File: src/rtl/alu_pkg.sv
// Shared operation codes and helpers for the integer ALU.
// Assumes a 4-bit operation select; codes above 7 are unused.
package alu_pkg;

    typedef enum logic [3:0] {
        ALU_ADD = 4'd0,
        ALU_SUB = 4'd1,
        ALU_AND = 4'd2,
        ALU_OR  = 4'd3,
        ALU_NOR = 4'd4,
        ALU_SLT = 4'd5,
        ALU_SLL = 4'd6,
        ALU_SRL = 4'd7
    } alu_op_e;

    // True for operations whose immediate is zero-extended.
    function automatic logic op_is_bitwise(input logic [3:0] op);
        return (op == ALU_AND) || (op == ALU_OR) || (op == ALU_NOR);
    endfunction

endpackage

File: src/rtl/alu_opnd_prep.sv
// Operand-B preparation: chooses the register operand or the extended
// immediate. Bitwise ops zero-extend; all others sign-extend.
// Assumes IMM_W < WIDTH.
module alu_opnd_prep #(
    parameter int WIDTH = 32,
    parameter int IMM_W = 16
) (
    input  logic [WIDTH-1:0] reg_b,
    input  logic [IMM_W-1:0] imm,
    input  logic             use_imm,
    input  logic [3:0]       op,
    output logic [WIDTH-1:0] opnd_b
);
    import alu_pkg::*;

    localparam int EXT_W = WIDTH - IMM_W;

    logic             zext;
    logic [WIDTH-1:0] imm_ext;

    // Build the extended immediate in the form the operation requires.
    always_comb begin
        zext    = op_is_bitwise(op);
        imm_ext = {{EXT_W{imm[IMM_W-1] & ~zext}}, imm};
    end

    // Select the second operand.
    always_comb begin
        opnd_b = use_imm ? imm_ext : reg_b;
    end

    // Check the extension rules on the selected operand.
    always_comb begin
        if (use_imm && op_is_bitwise(op)) begin
            assert_imm_zext_R7: assert (opnd_b[WIDTH-1:IMM_W] == '0)
                else $error("bitwise immediate not zero-extended");
        end
        if (use_imm && !op_is_bitwise(op)) begin
            assert_imm_sext_R6: assert (opnd_b[WIDTH-1:IMM_W] == {EXT_W{imm[IMM_W-1]}})
                else $error("arithmetic immediate not sign-extended");
        end
        if (!use_imm) begin
            assert_reg_pass_R9: assert (opnd_b == reg_b)
                else $error("register operand altered");
        end
    end

endmodule

File: src/rtl/alu_addsub.sv
// Shared adder for add, subtract and signed less-than. Subtract inverts
// operand B and injects a carry. Less-than is the sign of the difference
// corrected by the overflow bit. Assumes WIDTH >= 2.
module alu_addsub #(
    parameter int WIDTH = 32
) (
    input  logic [WIDTH-1:0] a,
    input  logic [WIDTH-1:0] b,
    input  logic             sub,
    output logic [WIDTH-1:0] sum,
    output logic             ovf,
    output logic             lt
);
    logic [WIDTH-1:0] b_x;
    logic [WIDTH:0]   wide;

    // Conditionally invert B and form the wrapped sum.
    always_comb begin
        b_x  = b ^ {WIDTH{sub}};
        wide = {1'b0, a} + {1'b0, b_x} + {{WIDTH{1'b0}}, sub};
        sum  = wide[WIDTH-1:0];
    end

    // Derive signed overflow and the corrected less-than bit.
    always_comb begin
        ovf = (a[WIDTH-1] == b_x[WIDTH-1]) && (sum[WIDTH-1] != a[WIDTH-1]);
        lt  = sum[WIDTH-1] ^ ovf;
    end

    // Cross-check the difference and compare against the operands.
    always_comb begin
        if (sub) begin
            assert_slt_signed_R4: assert (lt == ($signed(a) < $signed(b)))
                else $error("signed less-than wrong");
            assert_sub_wrap_R2: assert ((sum + b) == a)
                else $error("difference does not wrap");
        end else begin
            assert_add_wrap_R1: assert ((sum - b) == a)
                else $error("sum does not wrap");
        end
    end

endmodule

File: src/rtl/alu_shifter.sv
// Logarithmic logical shifter. A left shift is done by reversing the
// word, shifting right and reversing back. Vacated bits are zero.
module alu_shifter #(
    parameter int WIDTH = 32,
    parameter int SH_W  = 5
) (
    input  logic [WIDTH-1:0] din,
    input  logic [SH_W-1:0]  amt,
    input  logic             left,
    output logic [WIDTH-1:0] dout
);
    logic [WIDTH-1:0] rin;
    logic [WIDTH-1:0] rout;
    logic [WIDTH-1:0] stage [SH_W+1];

    // Reverse the input word for left shifts.
    generate
        for (genvar i = 0; i < WIDTH; i++) begin : g_rev_in
            assign rin[i] = left ? din[WIDTH-1-i] : din[i];
        end
    endgenerate

    assign stage[0] = rin;

    // Each stage shifts right by a power of two when its amount bit is set.
    generate
        for (genvar k = 0; k < SH_W; k++) begin : g_stage
            assign stage[k+1] = amt[k] ? (stage[k] >> (1 << k)) : stage[k];
        end
    endgenerate

    // Undo the reversal for left shifts.
    generate
        for (genvar i = 0; i < WIDTH; i++) begin : g_rev_out
            assign rout[i] = left ? stage[SH_W][WIDTH-1-i] : stage[SH_W][i];
        end
    endgenerate

    assign dout = rout;

    // The vacated positions must hold zeros.
    always_comb begin
        if (left) begin
            assert_sll_fill_R5: assert ((dout & ((WIDTH'(1) << amt) - WIDTH'(1))) == '0)
                else $error("left shift fill not zero");
        end else begin
            assert_srl_fill_R5: assert ((dout & ~({WIDTH{1'b1}} >> amt)) == '0)
                else $error("right shift fill not zero");
        end
    end

endmodule

File: src/rtl/alu_core.sv
// Top of the integer ALU. It prepares operand B, runs the adder, the
// bitwise logic and the shifter in parallel, then selects the result by
// op_sel. Purely combinational; assumes op_sel codes from alu_pkg.
module alu_core #(
    parameter int WIDTH = 32,
    parameter int IMM_W = 16,
    parameter int SH_W  = $clog2(WIDTH)
) (
    input  logic [WIDTH-1:0] src_a,
    input  logic [WIDTH-1:0] src_b,
    input  logic [IMM_W-1:0] imm_val,
    input  logic             use_imm,
    input  logic [3:0]       op_sel,
    input  logic [SH_W-1:0]  shamt,
    output logic [WIDTH-1:0] result,
    output logic             zero
);
    import alu_pkg::*;

    logic [WIDTH-1:0] opnd_b;
    logic [WIDTH-1:0] sum;
    logic [WIDTH-1:0] shifted;
    logic             ovf;
    logic             lt;
    logic             do_sub;

    alu_opnd_prep #(.WIDTH(WIDTH), .IMM_W(IMM_W)) u_prep (
        .reg_b   (src_b),
        .imm     (imm_val),
        .use_imm (use_imm),
        .op      (op_sel),
        .opnd_b  (opnd_b)
    );

    // Subtract for both the difference and the compare.
    assign do_sub = (op_sel == ALU_SUB) || (op_sel == ALU_SLT);

    alu_addsub #(.WIDTH(WIDTH)) u_addsub (
        .a   (src_a),
        .b   (opnd_b),
        .sub (do_sub),
        .sum (sum),
        .ovf (ovf),
        .lt  (lt)
    );

    alu_shifter #(.WIDTH(WIDTH), .SH_W(SH_W)) u_shift (
        .din  (src_a),
        .amt  (shamt),
        .left (op_sel == ALU_SLL),
        .dout (shifted)
    );

    // Select the result for the requested operation.
    always_comb begin
        unique case (op_sel)
            ALU_ADD, ALU_SUB: result = sum;
            ALU_AND:          result = src_a & opnd_b;
            ALU_OR:           result = src_a | opnd_b;
            ALU_NOR:          result = ~(src_a | opnd_b);
            ALU_SLT:          result = {{(WIDTH-1){1'b0}}, lt};
            ALU_SLL, ALU_SRL: result = shifted;
            default:          result = '0;
        endcase
    end

    // Flag an all-zero result for branch decisions.
    assign zero = (result == '0);

    // Cross-checks between the selected result and the operands.
    always_comb begin
        if (op_sel == ALU_SLT) begin
            assert_slt_word_R4: assert (result[WIDTH-1:1] == '0)
                else $error("compare result not a 0/1 word");
        end
        if (op_sel == ALU_SUB && src_a == opnd_b) begin
            assert_eq_zero_R8: assert (zero)
                else $error("equal operands did not set zero");
        end
        if (op_sel == ALU_NOR) begin
            assert_nor_R3: assert ((result & (src_a | opnd_b)) == '0)
                else $error("NOR overlaps OR");
        end
        if (op_sel > 4'd7) begin
            assert_unused_R11: assert (zero)
                else $error("unused code gave nonzero result");
        end
    end

    // ovf is consumed inside the adder's compare; keep it referenced here.
    logic unused_ovf;
    assign unused_ovf = ovf;

endmodule

File: config.mk
export PLATFORM = sky130hd
export DESIGN_NAME = alu_core
export DESIGN_NICKNAME = d
export VERILOG_FILES = /design/src/rtl/alu_pkg.sv /design/src/rtl/alu_opnd_prep.sv /design/src/rtl/alu_addsub.sv /design/src/rtl/alu_shifter.sv /design/src/rtl/alu_core.sv
export SDC_FILE = /design/constraint.sdc
export NUM_CORES = 1
export LEC_CHECK = 0
export ABC_AREA = 1
export CAP_MARGIN = 40
export CORE_MARGIN = 10
export CORE_UTILIZATION = 25
export DETAILED_ROUTE_END_ITERATION = 8
export DONT_BUFFER_PORTS = 1
export GPL_TIMING_DRIVEN = 0
export PLACE_DENSITY = 0.36
export SYNTH_ARGS = -nofsm -noshare
export SYNTH_HDL_FRONTEND = slang
export SYNTH_SLANG_ARGS = --single-unit
File: constraint.sdc
create_clock -name vclk -period 7.7
set_input_delay 1.925 -clock vclk [all_inputs]
set_output_delay 1.925 -clock vclk [all_outputs]
set_load 0.02 [all_outputs]
---- Yosys cells after proc, flatten, opt, wreduce, memory -nomap -nowiden ----
Cells that the tools add are included.
storage, ports and cells
  flip-flop bits (word level) ............. 0
  latch bits .............................. 0
  memory bits (writable) .................. 0
  ROM bits ................................ 0
  input bits .............................. 90
  output and inout port bits .............. 33
  word-level logic and storage cells ...... 97
  memories kept ........................... 0
operators by class
  $add $sub $neg .......................... 2
  multipliers ............................. 0
  divide/modulo/power cells ............... 0
  magnitude comparators ................... 0
  equal/unequal tests ..................... 9
  shift operators ......................... 0
  mux-type cells .......................... 71
  bitwise logic cells ..................... 7
  reductions and logical operators ........ 8
operator list
  cell                  count
  $mux W32              6
  $pmux W32 S6          1
  $mux W1               64
  $add A32 B1 Y32       1
  $add A32 B32 Y32      1
  $and A32 B32 Y32      1
  $logic_not A32 Y1     1
  $not A32 Y32          1
  $or A32 B32 Y32       1
  $xor A32 B32 Y32      1
  $eq A4 B3 Y1 const B  4
  $eq A4 B2 Y1 const B  2
  $eq A4 B1 Y1 const B  1
  $logic_not A4 Y1      1
  $reduce_or A2 Y1      2
  $logic_or A1 B1 Y1    3
  $and A1 B1 Y1         1
  $eq A1 B1 Y1          1
  $logic_and A1 B1 Y1   1
  $ne A1 B1 Y1          1
  $not A1 Y1            1
  $xor A1 B1 Y1         1

---- Logic depth before layout (Yosys ltp) ----
  word-level depth ........................ 14
  gate-level depth with buffers ........... 26
  gate-level depth less buffers ........... 26

---- Modules after synthesis ----
Synthesis repeated with hierarchy kept, for this count alone.
unflattened totals
  cells, all modules ...................... 1559
  area, all modules ....................... 7591.0 µm²
modules (own cells, without submodules)
  module         times used  cells each  area an instance (µm²)  seq. area each (µm²)
  alu_addsub     1           492         2668.8                  0.0
  alu_shifter    1           510         2504.9                  0.0
  alu_core       1           464         1990.7                  0.0
  alu_opnd_prep  1           93          426.7                   0.0

---- Worst setup path after synthesis ----
Ideal clock, no wire load.
  path kind ............................... input to output
  from .................................... in op_sel[0]
  to ...................................... out zero
  arrival ................................. 5.260 ns
  setup slack ............................. 0.515 ns
  stages on the path ...................... 22
  cells stage by stage .................... buf_6 -> nand3_2 -> buf_2 -> buf_1 -> xnor2_1 -> fa_1 -> nand2_1 -> nand3_1 -> o21ai_0 -> o21ai_0 -> nand2_1 -> nand3_1 -> or2_2 -> nand3_1 -> nand3_1 -> inv_1 -> nand2_1 -> nor2_1 -> nand2_1 -> nor2_1 -> nand2_1 -> nor2_1
between the ends
  elaborated cells between the ends (all ways) .. 97
  classes of those cells .................. add/sub (2); eq/ne (9); mux (71); bitwise (7); reduce/logical (8)
RTL lines
  element                                                                   line            RTL
  start, declared                                                           alu_core.sv:13  input logic [3:0] op_sel,
  parallel branches: the longest is 8 deep, another holds $add A32 B32 Y32  n/a
  $pmux W32 S6 *                                                            alu_core.sv:56  unique case (op_sel)
  net result[10]                                                            alu_core.sv:15  output logic [WIDTH-1:0] result,
  $logic_not A32 Y1 *                                                       alu_core.sv:68  assign zero = (result == '0);
  end, declared                                                             alu_core.sv:16  output logic zero
Mark *: on every way through the listed nets, which the timed path passes.

---- Final worst setup path ----
  from .................................... in op_sel[0]
  to ...................................... out zero
between the ends
  longest elaborated chain between the ends .. 14
  elaborated cells between the ends (all ways) .. 97
  classes of those cells .................. add/sub (2); eq/ne (9); mux (71); bitwise (7); reduce/logical (8)
RTL lines
  element                          line                 RTL
  $eq A4 B2 Y1 (on tied branches)  n/a
  $logic_or A1 B1 Y1 (2 in a row)  alu_pkg.sv:18        return (op == ALU_AND) || (op == ALU_OR) || (op == ALU_NOR);
  $not A1 Y1                       alu_opnd_prep.sv:24  imm_ext = {{EXT_W{imm[IMM_W-1] & ~zext}}, imm};
  $and A1 B1 Y1                    alu_opnd_prep.sv:24
  $mux W32                         alu_opnd_prep.sv:29  opnd_b = use_imm ? imm_ext : reg_b;
  $xor A32 B32 Y32                 alu_addsub.sv:19     b_x = b ^ {WIDTH{sub}};
  $add A32 B32 Y32                 alu_addsub.sv:20     wide = {1'b0, a} + {1'b0, b_x} + {{WIDTH{1'b0}}, sub};
  $add A32 B1 Y32                  alu_addsub.sv:20
  $ne A1 B1 Y1                     alu_addsub.sv:26     ovf = (a[WIDTH-1] == b_x[WIDTH-1]) && (sum[WIDTH-1] != a[WIDTH-1]);
  $logic_and A1 B1 Y1              alu_addsub.sv:26
  $xor A1 B1 Y1                    alu_addsub.sv:27     lt = sum[WIDTH-1] ^ ovf;
  $pmux W32 S6 *                   alu_core.sv:56
  net result[0]                    alu_core.sv:15
  $logic_not A32 Y1 *              alu_core.sv:68
The timed path passes the listed nets; every way through them passes the cells marked *.

==> run_results.csv <==
group,metric,value,unit
status,status,"finished clean",
place,place.gp.congestion,1.00,
synthesis,synth.yosys.warnings,0,
cells_and_area,layout.sequential_cells,0,
critical_path,worst-setup-path-type,"input pin to primary output",
synthesis,synth-seq-area-share,0,
critical_path,critical_path.max_stage_delay,390,ps
synthesis,synth.area.top_cells,"nand3_1 25%, nand2_1 20%, a21oi_1 6.8%",
critical_path,cp_common_cell,"nand2_1",
timing,hold_violation_total_from_the_final_report,0,
critical_path,setup.worst_path.start_class,"input pin",
cells_and_area,sequential_cell_area,0,µm²
synthesis,synth.avg_cell_area,5.05,µm²
die,core_area,26100,µm²
cells_and_area,finalInstanceArea,7320,µm²
cells_and_area,finalNonFillerCells,1661,
timing,tns,0,ps
synthesis,yosys-top-cells-count,"355 x nand2_1, 333 x nand3_1, 102 x nor2_1",
route,drt_iter0_drc,866,
die,die_h,183,µm
synthesis,synth.distinct_cells,51,
cells_and_area,area_occupied_by_multi_input_gates,6070,µm²
critical_path,required,5780,ps
place,numPortBuffers,0,
min_path,min_delay_path_depth,3,
route,wire_per_inst,24.6,µm
power_and_ir_drop,finalPower,0.679,mW
die,die_width,183,µm
timing,finalMaxSlewViolations,0,
route,final_antenna_net_count,0,
route,drt_pre_antenna_iters,6,
route,dr.max_layer_used,"met4",
global_routing,grt.overflow.total,0,
timing,max_slew_margin,0.449,
route,drt_drc_violations_left,0,
timing,period_utilization,0.982,
place,placed_cells,1658,
synthesis,post_synthesis_instance_area,6660,µm²
cells_and_area,antenna-diode-count,0,
synthesis,synth_fp_nets,1440,
global_routing,grt_use_total,0.234,
route,wl_met2,20200,µm
timing,rsz0062_at_grt,"false",
die,fp-row-count,59,
critical_path,cp_slowest_cell,"ha_1",
global_routing,vias_in_the_first_global_route,8952,
timing,final_hold_slack,4120,ps
critical_path,worst_ep_arrival_time,5640,ps
cells_and_area,syn_to_final_growth,9.88,%
min_path,hold-path-endpoint,"result[0]",
critical_path,path_max_fanout,10,
timing,finalWorstSetupSlack,139,ps
cells_and_area,final.clkbuf_count,0,
cells_and_area,layout.nets,1449,
cells_and_area,post_route_cells_drive_above_1_share,0.0905,
synthesis,netlist.top_cell.by_area,"nand3_1",
cells_and_area,fill_cells,3137,
place,detailedPlacementHpwl,35400,µm
power_and_ir_drop,power_density,92.8,nW/µm²
die,top_ports,123,
timing,period_minus_slack,7560,ps
route,met1_length,17500,µm
min_path,timing.hold.worst.class,"input pin to primary output",
timing,setup-violations-final,0,
cells_and_area,post-route-util,0.280,
power_and_ir_drop,max-vdd-ir-drop,0.0357,mV
critical_path,cp_cell_sequence,"buf_6 -> nand3_2 -> buf_4 -> buf_1 -> buf_8 -> xor2_1 -> ha_1 -> nand2_1 -> nor3_2 -> o21ai_0 -> o311ai_1 -> nor2_1 -> nand3_1 -> o21ai_0 -> nand2_1 -> nand3_4 -> nor2_4 -> nand2_1 -> nor2_1 -> nand2_1 -> nor2_4",
critical_path,type_of_destination_of_the_critical_path,"primary output",
synthesis,netlist_instances,1319,
synthesis,synth_largest_type_area_fraction,0.250,
place,dp_worst_setup_slack,-830,ps
min_path,hold_path_startpoint,"op_sel[1]",
run,drv.max_cap_violation_count,0,
timing,fmax_achieved,132,MHz
power_and_ir_drop,total_leakage_power,3.40,nW
synthesis,synth_most_common_cell,"nand2_1",
route,postRouteWirelength,40900,µm
die,initial_utilization,0.255,
timing,worstMarginPinSlew,816,ps
place,instance_area_at_placement,7130,µm²
route,routed_via_density,5.61,
die,dieArea,33600,µm²
global_routing,grt_antenna_before_repair,0,
global_routing,global_route_wire_length_before_repair,59600,µm
global_routing,grt_start_max_net_pins,11,
route,dr_total_vias,9317,
route,route.met3.wl,2030,µm
layer usage:
metal | global-route usage | vias up
li1 | - | 4531
met1 | 0.297 | 4416
met2 | 0.423 | 331
met3 | 0.0130 | 39
met4 | 0.0498 | 0
met5 | 0 | -
worst max-delay path by stage:
stage,to,from,slack (ps)
6_report,zero,op_sel[0],140
5_1_grt,zero,op_sel[0],2
4_1_cts,zero,op_sel[0],8
3_5_place_dp,zero,op_sel[0],-830
3_3_place_gp,zero,op_sel[0],-1250
2_1_floorplan,zero,op_sel[0],510
cells by family (layout without fill, tap and decap cells):
kind of cell | after synthesis | after routing | synth area share
and+or+nand+nor | 875 | 875 | 0.603
AOI/OAI and AO/OA | 202 | 202 | 0.174
buffers and inverters | 174 | 181 | 0.113
adders and majority gates | 31 | 31 | 0.0594
xor gates and xnor gates | 31 | 31 | 0.0408
muxes | 6 | 6 | 0.00902
worst max-delay path: cells and delay by family:
kind / cells / cell delay [ps]
buffers and inverters: 4 / 840
and+or+nand+nor: 12 / 1840
xor gates and xnor gates: 1 / 170
adders and majority gates: 1 / 390
AOI/OAI and AO/OA: 3 / 430
power breakdown:
part,internal [mW],switching [mW],total (mW),leakage (nW)
Sequential,0,0,0,0
Clock,0,0,0,0
Combinational,0.195,0.484,0.679,3.40
cells in the final DEF (no fill, tap or decap), types with 13 or more instances in the layout:
master | synthesis | layout
nand2_1 | 355 | 352
nand3_1 | 333 | 330
nor2_1 | 102 | 95
inv_1 | 95 | 95
a21oi_1 | 90 | 89
o21ai_0 | 48 | 36
ha_1 | 30 | 27
xor2_1 | 24 | 24
clkbuf_1 | 23 | 22
nor3_1 | 22 | 20
buf_2 | 19 | 19
o21ai_1 | 11 | 18
nand3_2 | 15 | 17
nand4_1 | 17 | 17
o21ai_2 | 8 | 13
repair_timing:
action / in CTS / in global routing
gates resized for setup: 20 / 42
setup buffers: 0 / 3
setup endpoints to repair: 3 / 1
hold buffers: 0 / 0
pin swaps: 1 / 2
cell type report:
| type | count | area share |
|---|---|---|
| buffer | 66 | 0.0485 |
| inverter | 108 | 0.0561 |
| multi-input combinational | 1145 | 0.829 |
| tap | 335 | 0.0573 |
| timing repair buffer | 7 | 0.00940 |
Power figures use the tool's default switching activity.
